### config.mk
export PLATFORM = sky130hd
export DESIGN_NAME = sliced_alu
export DESIGN_NICKNAME = d
export VERILOG_FILES = /design/src/rtl/alu_pkg.sv /design/src/rtl/alu_decode.sv /design/src/rtl/alu_bit_slice.sv /design/src/rtl/alu_relation.sv /design/src/rtl/sliced_alu.sv
export SDC_FILE = /design/constraint.sdc
export NUM_CORES = 1
export LEC_CHECK = 0
export BUFFER_PORTS_ARGS = -buffer_cell sky130_fd_sc_hd__buf_4
export CORE_AREA = 2 2 84 166
export CTS_CLUSTER_DIAMETER = 100
export CTS_CLUSTER_SIZE = 8
export DETAILED_ROUTE_END_ITERATION = 8
export DIE_AREA = 0 0 86 168
export SETUP_SLACK_MARGIN = 0.5
export SLEW_MARGIN = 25
export SYNTH_ARGS = -nofsm -noshare
export SYNTH_HDL_FRONTEND = slang
export SYNTH_SLANG_ARGS = --single-unit
export TNS_END_PERCENT = 100
### constraint.sdc
create_clock -name clk -period 0.8 [get_ports clk]
set_input_delay 0.24 -clock clk [delete_from_list [all_inputs] [get_ports clk]]
set_output_delay 0.24 -clock clk [all_outputs]
set_load 0.05 [all_outputs]
### src/rtl/alu_pkg.sv
package alu_pkg;

    localparam logic [3:0] OPC_AND  = 4'b0000;
    localparam logic [3:0] OPC_OR   = 4'b0001;
    localparam logic [3:0] OPC_ADD  = 4'b0010;
    localparam logic [3:0] OPC_SUB  = 4'b0110;
    localparam logic [3:0] OPC_REL  = 4'b0111;
    localparam logic [3:0] OPC_NOR  = 4'b1100;
    localparam logic [3:0] OPC_NAND = 4'b1101;

    localparam logic [2:0] REL_LT = 3'b000;
    localparam logic [2:0] REL_GT = 3'b001;
    localparam logic [2:0] REL_LE = 3'b010;
    localparam logic [2:0] REL_GE = 3'b011;
    localparam logic [2:0] REL_NE = 3'b100;
    localparam logic [2:0] REL_EQ = 3'b110;

    typedef enum logic [1:0] {
        PICK_AND  = 2'b00,
        PICK_OR   = 2'b01,
        PICK_SUM  = 2'b10,
        PICK_LESS = 2'b11
    } slice_pick_e;

    typedef struct packed {
        logic        valid;
        logic        inv_a;
        logic        inv_b;
        logic        carry_in;
        logic        arith;
        slice_pick_e pick;
    } slice_ctl_t;

endpackage

### src/rtl/alu_decode.sv
module alu_decode
    import alu_pkg::*;
(
    input  logic [3:0] op_code,
    output slice_ctl_t ctl
);
    always_comb begin
        ctl = '{valid: 1'b1, inv_a: 1'b0, inv_b: 1'b0, carry_in: 1'b0,
                arith: 1'b0, pick: PICK_AND};
        unique case (op_code)
            OPC_AND:  ctl.pick = PICK_AND;
            OPC_OR:   ctl.pick = PICK_OR;
            OPC_ADD: begin
                ctl.pick  = PICK_SUM;
                ctl.arith = 1'b1;
            end
            OPC_SUB: begin
                ctl.pick     = PICK_SUM;
                ctl.arith    = 1'b1;
                ctl.inv_b    = 1'b1;
                ctl.carry_in = 1'b1;
            end
            OPC_REL: begin
                ctl.pick     = PICK_LESS;
                ctl.inv_b    = 1'b1;
                ctl.carry_in = 1'b1;
            end
            OPC_NOR: begin
                ctl.pick  = PICK_AND;
                ctl.inv_a = 1'b1;
                ctl.inv_b = 1'b1;
            end
            OPC_NAND: begin
                ctl.pick  = PICK_OR;
                ctl.inv_a = 1'b1;
                ctl.inv_b = 1'b1;
            end
            default:  ctl.valid = 1'b0;
        endcase
    end
endmodule

### src/rtl/alu_bit_slice.sv
module alu_bit_slice
    import alu_pkg::*;
(
    input  logic        a,
    input  logic        b,
    input  logic        inv_a,
    input  logic        inv_b,
    input  logic        cin,
    input  logic        less,
    input  slice_pick_e pick,
    output logic        res,
    output logic        cout,
    output logic        sum
);
    logic a_eff;
    logic b_eff;

    always_comb begin
        a_eff = a ^ inv_a;
        b_eff = b ^ inv_b;
        sum   = a_eff ^ b_eff ^ cin;
        cout  = (a_eff & b_eff) | (cin & (a_eff ^ b_eff));
        unique case (pick)
            PICK_AND:  res = a_eff & b_eff;
            PICK_OR:   res = a_eff | b_eff;
            PICK_SUM:  res = sum;
            PICK_LESS: res = less;
            default:   res = 1'b0;
        endcase
    end
endmodule

### src/rtl/alu_relation.sv
module alu_relation
    import alu_pkg::*;
(
    input  logic       lt,
    input  logic       eq,
    input  logic [2:0] rel_sel,
    output logic       set_bit
);
    always_comb begin
        unique case (rel_sel)
            REL_LT:  set_bit = lt;
            REL_GT:  set_bit = ~lt & ~eq;
            REL_LE:  set_bit = lt | eq;
            REL_GE:  set_bit = ~lt;
            REL_EQ:  set_bit = eq;
            REL_NE:  set_bit = ~eq;
            default: set_bit = 1'b0;
        endcase
    end
endmodule

### src/rtl/sliced_alu.sv
module sliced_alu
    import alu_pkg::*;
#(
    parameter int WIDTH = 32
) (
    input  logic             clk,
    input  logic             rst_n,
    input  logic [WIDTH-1:0] src_a,
    input  logic [WIDTH-1:0] src_b,
    input  logic [3:0]       op_code,
    input  logic [2:0]       rel_sel,
    output logic [WIDTH-1:0] result,
    output logic             zero,
    output logic             carry,
    output logic             ovf
);
    localparam int MSB = WIDTH - 1;

    typedef struct packed {
        logic [WIDTH-1:0] res;
        logic             zero;
        logic             carry;
        logic             ovf;
    } alu_state_t;

    slice_ctl_t       ctl;
    logic [WIDTH:0]   chain;
    logic [WIDTH-1:0] slice_res;
    logic [WIDTH-1:0] slice_sum;
    logic [WIDTH-1:0] slice_less;
    logic             ovf_raw;
    logic             rel_lt;
    logic             rel_eq;
    logic             set_bit;
    alu_state_t       state_d;
    alu_state_t       state_q;

    alu_decode u_decode (
        .op_code (op_code),
        .ctl     (ctl)
    );

    assign chain[0] = ctl.carry_in;

    generate
        for (genvar i = 0; i < WIDTH; i++) begin : g_slice
            if (i == 0) begin : g_lsb
                assign slice_less[i] = set_bit;
            end else begin : g_upper
                assign slice_less[i] = 1'b0;
            end
            alu_bit_slice u_bit (
                .a     (src_a[i]),
                .b     (src_b[i]),
                .inv_a (ctl.inv_a),
                .inv_b (ctl.inv_b),
                .cin   (chain[i]),
                .less  (slice_less[i]),
                .pick  (ctl.pick),
                .res   (slice_res[i]),
                .cout  (chain[i+1]),
                .sum   (slice_sum[i])
            );
        end
    endgenerate

    assign ovf_raw = chain[WIDTH] ^ chain[MSB];
    assign rel_lt  = slice_sum[MSB] ^ ovf_raw;
    assign rel_eq  = ~|slice_sum;

    alu_relation u_relation (
        .lt      (rel_lt),
        .eq      (rel_eq),
        .rel_sel (rel_sel),
        .set_bit (set_bit)
    );

    always_comb begin
        state_d       = '0;
        state_d.res   = ctl.valid ? slice_res : '0;
        state_d.zero  = ctl.valid & ~|state_d.res;
        state_d.carry = ctl.arith & chain[WIDTH];
        state_d.ovf   = ctl.arith & ovf_raw;
    end

    always_ff @(posedge clk or negedge rst_n) begin
        if (!rst_n) state_q <= '0;
        else        state_q <= state_d;
    end

    assign result = state_q.res;
    assign zero   = state_q.zero;
    assign carry  = state_q.carry;
    assign ovf    = state_q.ovf;

    p_and_bits_r3: assert property (@(posedge clk) disable iff (!rst_n)
        (op_code == OPC_AND) |=> (result == ($past(src_a) & $past(src_b))));

    p_nor_bits_r3: assert property (@(posedge clk) disable iff (!rst_n)
        (op_code == OPC_NOR) |=> (result == ~($past(src_a) | $past(src_b))));

    p_add_sum_r4: assert property (@(posedge clk) disable iff (!rst_n)
        (op_code == OPC_ADD) |=> (result == $past(src_a) + $past(src_b)));

    p_rel_single_bit_r5: assert property (@(posedge clk) disable iff (!rst_n)
        (op_code == OPC_REL) |=> (result[WIDTH-1:1] == '0));

    p_zero_match_r6: assert property (@(posedge clk) disable iff (!rst_n)
        zero |-> (result == '0));

    p_flags_quiet_r7: assert property (@(posedge clk) disable iff (!rst_n)
        !(op_code == OPC_ADD || op_code == OPC_SUB) |=> (!carry && !ovf));

    p_no_overflow_r8: assert property (@(posedge clk) disable iff (!rst_n)
        (op_code == OPC_ADD && src_a[MSB] != src_b[MSB]) |=> !ovf);

    p_bad_code_r9: assert property (@(posedge clk) disable iff (!rst_n)
        (op_code == 4'b0011 || op_code == 4'b1111) |=> (result == '0 && !zero));

endmodule

---- Yosys cells after proc, flatten, opt, wreduce, memory -nomap -nowiden ----
Cells that the tools add are included.
storage, ports and cells
  logic and storage cells ................. 335
  input bits .............................. 73
  register bits after elaboration ......... 35
  output and inout bits ................... 35
cells by class
  reductions and logical operators ........ 13
  mux-type cells .......................... 40
  bitwise operators ....................... 264
  eq/ne operators ......................... 14
operators with widths
  cell                count
  $xor 1x1->1         130
  $pmux 1 s4          32
  $and 1x1->1         68
  $or 1x1->1          65
  $reduce_or 32->1    2
  $mux 32             1
  $eq 4x3->1 const B  2
  $eq 4x4->1 const B  2
  $reduce_or 2->1     4
  $reduce_or 7->1     1
  $eq 3x2->1 const B  2
  $eq 3x3->1 const B  2
  $pmux 1 s6          1
  $pmux 2 s3          1
  $mux 1              5
  $eq 2x2->1 const B  2
  $eq 4x1->1 const B  1
  $eq 4x2->1 const B  1
  $logic_not 4->1     1
  $reduce_or 4->1     1
  $eq 3x1->1 const B  1
  $logic_not 3->1     1
  $eq 2x1->1 const B  1
  $logic_not 1->1     2
  2 further kinds     2

---- Logic depth before layout (Yosys ltp) ----
  depth in word-level cells ............... 79
  depth in mapped cells ................... 49
  gate-level depth less buffers ........... 46

---- Hierarchy ----
Synthesis repeated with hierarchy kept, for this count alone.
second synthesis, totals
  cell total of the unflattened synthesis .. 503
  area total of the unflattened synthesis .. 4843.4 µm²
by module, submodules not included
  module         seq. area each (µm²)  area an instance (µm²)  cells each  instances
  alu_bit_slice  0.0                   107.6                   12          32
  sliced_alu     875.8                 1275.0                  98          1
  alu_decode     0.0                   87.6                    15          1
  alu_relation   0.0                   37.5                    6           1

---- Worst setup path after synthesis ----
No wires, ideal clock.
  path type ............................... input port to flip-flop
  start point ............................. input op_code[2]
  end point ............................... register state_q, in the netlist zero
  arrival time ............................ 14381 ps
  cell stages on the path ................. 49
  required time ........................... 704 ps
  path buffers ............................ 4
  slack ................................... -13677 ps
  library setup time ...................... 96 ps
  cells stage by stage .................... buf_2 -> and3b_1 -> buf_2 -> nand2b_1 -> buf_2 -> buf_4 -> xor2_1 -> inv_1 -> fa_1 -> inv_1 -> fa_1 -> inv_1 -> fa_1 -> fa_1 -> fa_1 -> fa_1 -> fa_1 -> fa_1 -> [... 13 more ...] -> fa_1 -> fa_1 -> fa_1 -> fa_1 -> fa_1 -> fa_1 -> fa_1 -> fa_1 -> fa_1 -> inv_1 -> fa_1 -> fa_1 -> nand4b_1 -> nor4_1 -> nand2_1 -> nand3_1 -> nand3_1 -> nor4_2
RTL lines
  what                  RTL line          source
  from (decl)           sliced_alu.sv:10  input logic [3:0] op_code,
  to (signal assigned)  sliced_alu.sv:88  else state_q <= state_d;
  to (decl)             sliced_alu.sv:36  alu_state_t state_q;

==> flow_summary.yaml <==
synthesis:
  ys.flop_type: "dfrtp_1"
  yosys_warnings: 0
  synth_area_mm2: 0.00476
  synthesis.instances: 536
  synth_edf_count: 0
  ys_ff_latch: 35
  avgSynthCellArea_um2: 8.87
  synth_nets: 706
  synth_cell_types: 54
  async_flop_share_pct: 100
  ys_seq_area_share_pct: 18.4
place:
  place_hpwl_um: 14600
  port_buffers: 107
  placed_cell_area_mm2: 0.00732
  post-place-ws_ns: -12.63
  place_congestion: 0.965
finish:
  layout_commonest_cell: "buf_4"
  utilization_pct: 59.7
  design_area_mm2: 0.00793
  layout_common_cells: "256 x buf_4, 67 x inv_1, 64 x ha_1, 63 x xor2_1, 49 x buf_6"
  n_antenna_cell: 0
  drive_gt1_share_pct: 54.4
  layout-area-overhead-vs-synth_pct: 66.7
  fin_nets: 996
routing:
  vias_per_cell: 4.96
  drc: 0
  detail-route-antenna-nets: 0
  drt_iter0_drc: 201
  first_pass_iters: 4
  wl_per_cell_um: 18.0
  via_count: 4871
  routed_wl_um: 17700
run_status:
  violations: "hold timing, setup timing"
  status: "finished, violations left"
sta:
  whs_ns: -0.110
  finalHoldViolations: 35
  tightestPinTransition_ns: 0.467
  setup_violations: 70
  postLayoutSetupSlackWorst_ns: -12.25
  slew_headroom_pct: 68.7
  rsz0062_at_grt: "true"
  period_minus_slack_ns: 13.05
  drv_slew: 0
  timing.final.crit_share_pct: 1630
  max_freq_ghz: 0.0766
  finalSetupTns_ns: -261.10
floorplanning:
  std_cell_rows: 60
  io_pins: 108
  die_h_um: 168
  design.die.area_mm2: 0.0144
  fp.dieW_um: 86
  core-area_mm2: 0.0133
  start_util_pct: 35.8
critical_path:
  critPathSlowestCell: "fa_1"
  cp-start-kind: "primary input"
  required_ns: 0.97
  critPathMaxStageDelay_ns: 0.44
  critPathMaxFanout: 5
  critical_path_class: "in -> reg"
  cp_common_cell: "fa_2"
  critPathCaptureType: "flip-flop"
  crit_arrival_ns: 13.22
global_route:
  gr-usage-met3_pct: 3.19
  grt_max_degree: 36
  grt_pass1_vias: 5127
  antenna_found_initial: 0
  grt_pass1_wl_um: 27100
  use_met1_pct: 26.5
  grt-ovfl-total: 0
  grt_usage_pct: 24.6
  busiest_layer: "met2"
  use_met2_pct: 45.7
clocking:
  cts_tree: "built"
  clk_path_buf_depth: 2
  h-tree-depth: 2
  cts_root_buffer: "clkbuf_16"
  clk_pin_slew_ns: 0.07
  cts_buffers: 5
  cts_sinks: 35
pwr:
  leakagePower_uw: 0.00400
  power.density_mw_per_mm2: 1570
  intPower_uw: 7460
  ir_drop_mv: 0.865
  sequentialPowerShare_pct: 16.4
  combPwrFrac_pct: 66.3
  swShare_pct: 40.3
  p_total_uw: 12500
  clockPowerShare_pct: 17.3
  p_sw_uw: 5020
job:
  drv_cap: 0
min_path:
  hold_path_class: "in -> async"
[layer usage]
layer / wire length (um) / vias to the layer above
met1: 6280 / 2327
met4: 877 / 0
li1: - / 2330
met2: 9710 / 171
met3: 798 / 43
met5: 0 / -
[kinds of logic (layout without fill, tap and decap cells)]
family          after synthesis  count (layout)  share of synthesized area (%)
simple gates                141             141                           15.4
fa+ha+maj                    97              97                           30.7
flops                        35              35                           18.4
compound gates               92              92                           13.9
xor+xnor                     68              68                           12.7
buf+inv                     103             394                           8.92
[cell usage after synthesis, types with 2 or more instances]
master / number / area share [%]
nand2_1: 30 / 2.4
o32ai_1: 5 / 0.92
o2111ai_1: 2 / 0.37
nand4b_1: 6 / 1.1
a211oi_1: 6 / 0.95
o2bb2ai_1: 6 / 1.1
ha_1: 64 / 17
and4_1: 3 / 0.55
a2bb2oi_1: 4 / 0.74
inv_1: 74 / 5.8
and2_1: 8 / 1.1
fa_1: 33 / 14
nor2b_1: 4 / 0.53
buf_4: 3 / 0.47
or3b_1: 2 / 0.37
a21oi_1: 22 / 2.3
xnor2_1: 3 / 0.55
a22o_1: 4 / 0.74
o21a_1: 9 / 1.4
nor3_1: 2 / 0.21
nand4_1: 12 / 1.6
inv_2: 3 / 0.24
xor2_1: 64 / 12
a31oi_1: 3 / 0.39
a22oi_1: 8 / 1.3
buf_2: 21 / 2.2
nor2_1: 45 / 3.6
and3b_1: 2 / 0.37
o32a_1: 2 / 0.42
o22ai_1: 3 / 0.39
dfrtp_1: 35 / 18
and3_1: 2 / 0.26
nand3_1: 4 / 0.42
nand2b_1: 12 / 1.6
o21ai_0: 8 / 0.84
nor4_1: 4 / 0.53
[registers in the layout, summed over array words and instances (netlist names)]
register / flops
ovf: 1
carry: 1
result: 32
zero: 1
[through the flow]
step | hold WS [ns] | cells
2_1_floorplan | -0.0556 | 536
3_3_place_gp | 0.208 | 965
3_5_place_dp | 0.210 | 965
4_1_cts | -0.102 | 979
5_1_grt | -0.0865 | 982
6_report | -0.110 | 982
[area by class of cell]
class	instances	area, um^2
Fill cell	1177	5360
Multi-Input combinational cell	398	3810
Sequential cell	35	918
Clock buffer	8	156
Inverter	77	289
Tap cell	155	194
Timing Repair Buffer	309	2550
[worst paths after layout]
check | startpoint | endpoint | depth (start not counted)
worst max-delay path | op_code[1] | zero$_DFF_PN0_ | 46
worst min-delay path | rst_n | result[19]$_DFF_PN0_ | 2
max in group asynchronous | rst_n | carry$_DFF_PN0_ | 2
min in group clk | rel_sel[0] | result[0]$_DFF_PN0_ | 4
[critical path, delay by kind of cell]
kind / cells / cell delay, ns
xor+xnor: 1 / 0.15
simple gates: 7 / 1.16
fa+ha+maj: 32 / 11.17
buf+inv: 6 / 0.48
[what timing repair did]
item / 4_1_cts / 5_1_grt
setup buffers: 6 / 3
setup endpoints to repair: 70 / 70
pin swaps: 3 / 6
gates resized for setup: 66 / 29
endpoints found under the hold margin: 35 / 35
gates cloned: 0 / 0
[power groups by stage]
stage | Clock (uW) | Combinational, uW | Sequential (uW)
floorplan | 0 | 3250 | 2690
global placement | 0 | 7400 | 2050
detailed placement | 0 | 7480 | 2050
CTS | 2210 | 7980 | 2050
global route | 2270 | 8860 | 2060
finish | 2160 | 8270 | 2050
No activity file was read; power rests on OpenSTA's default activity.
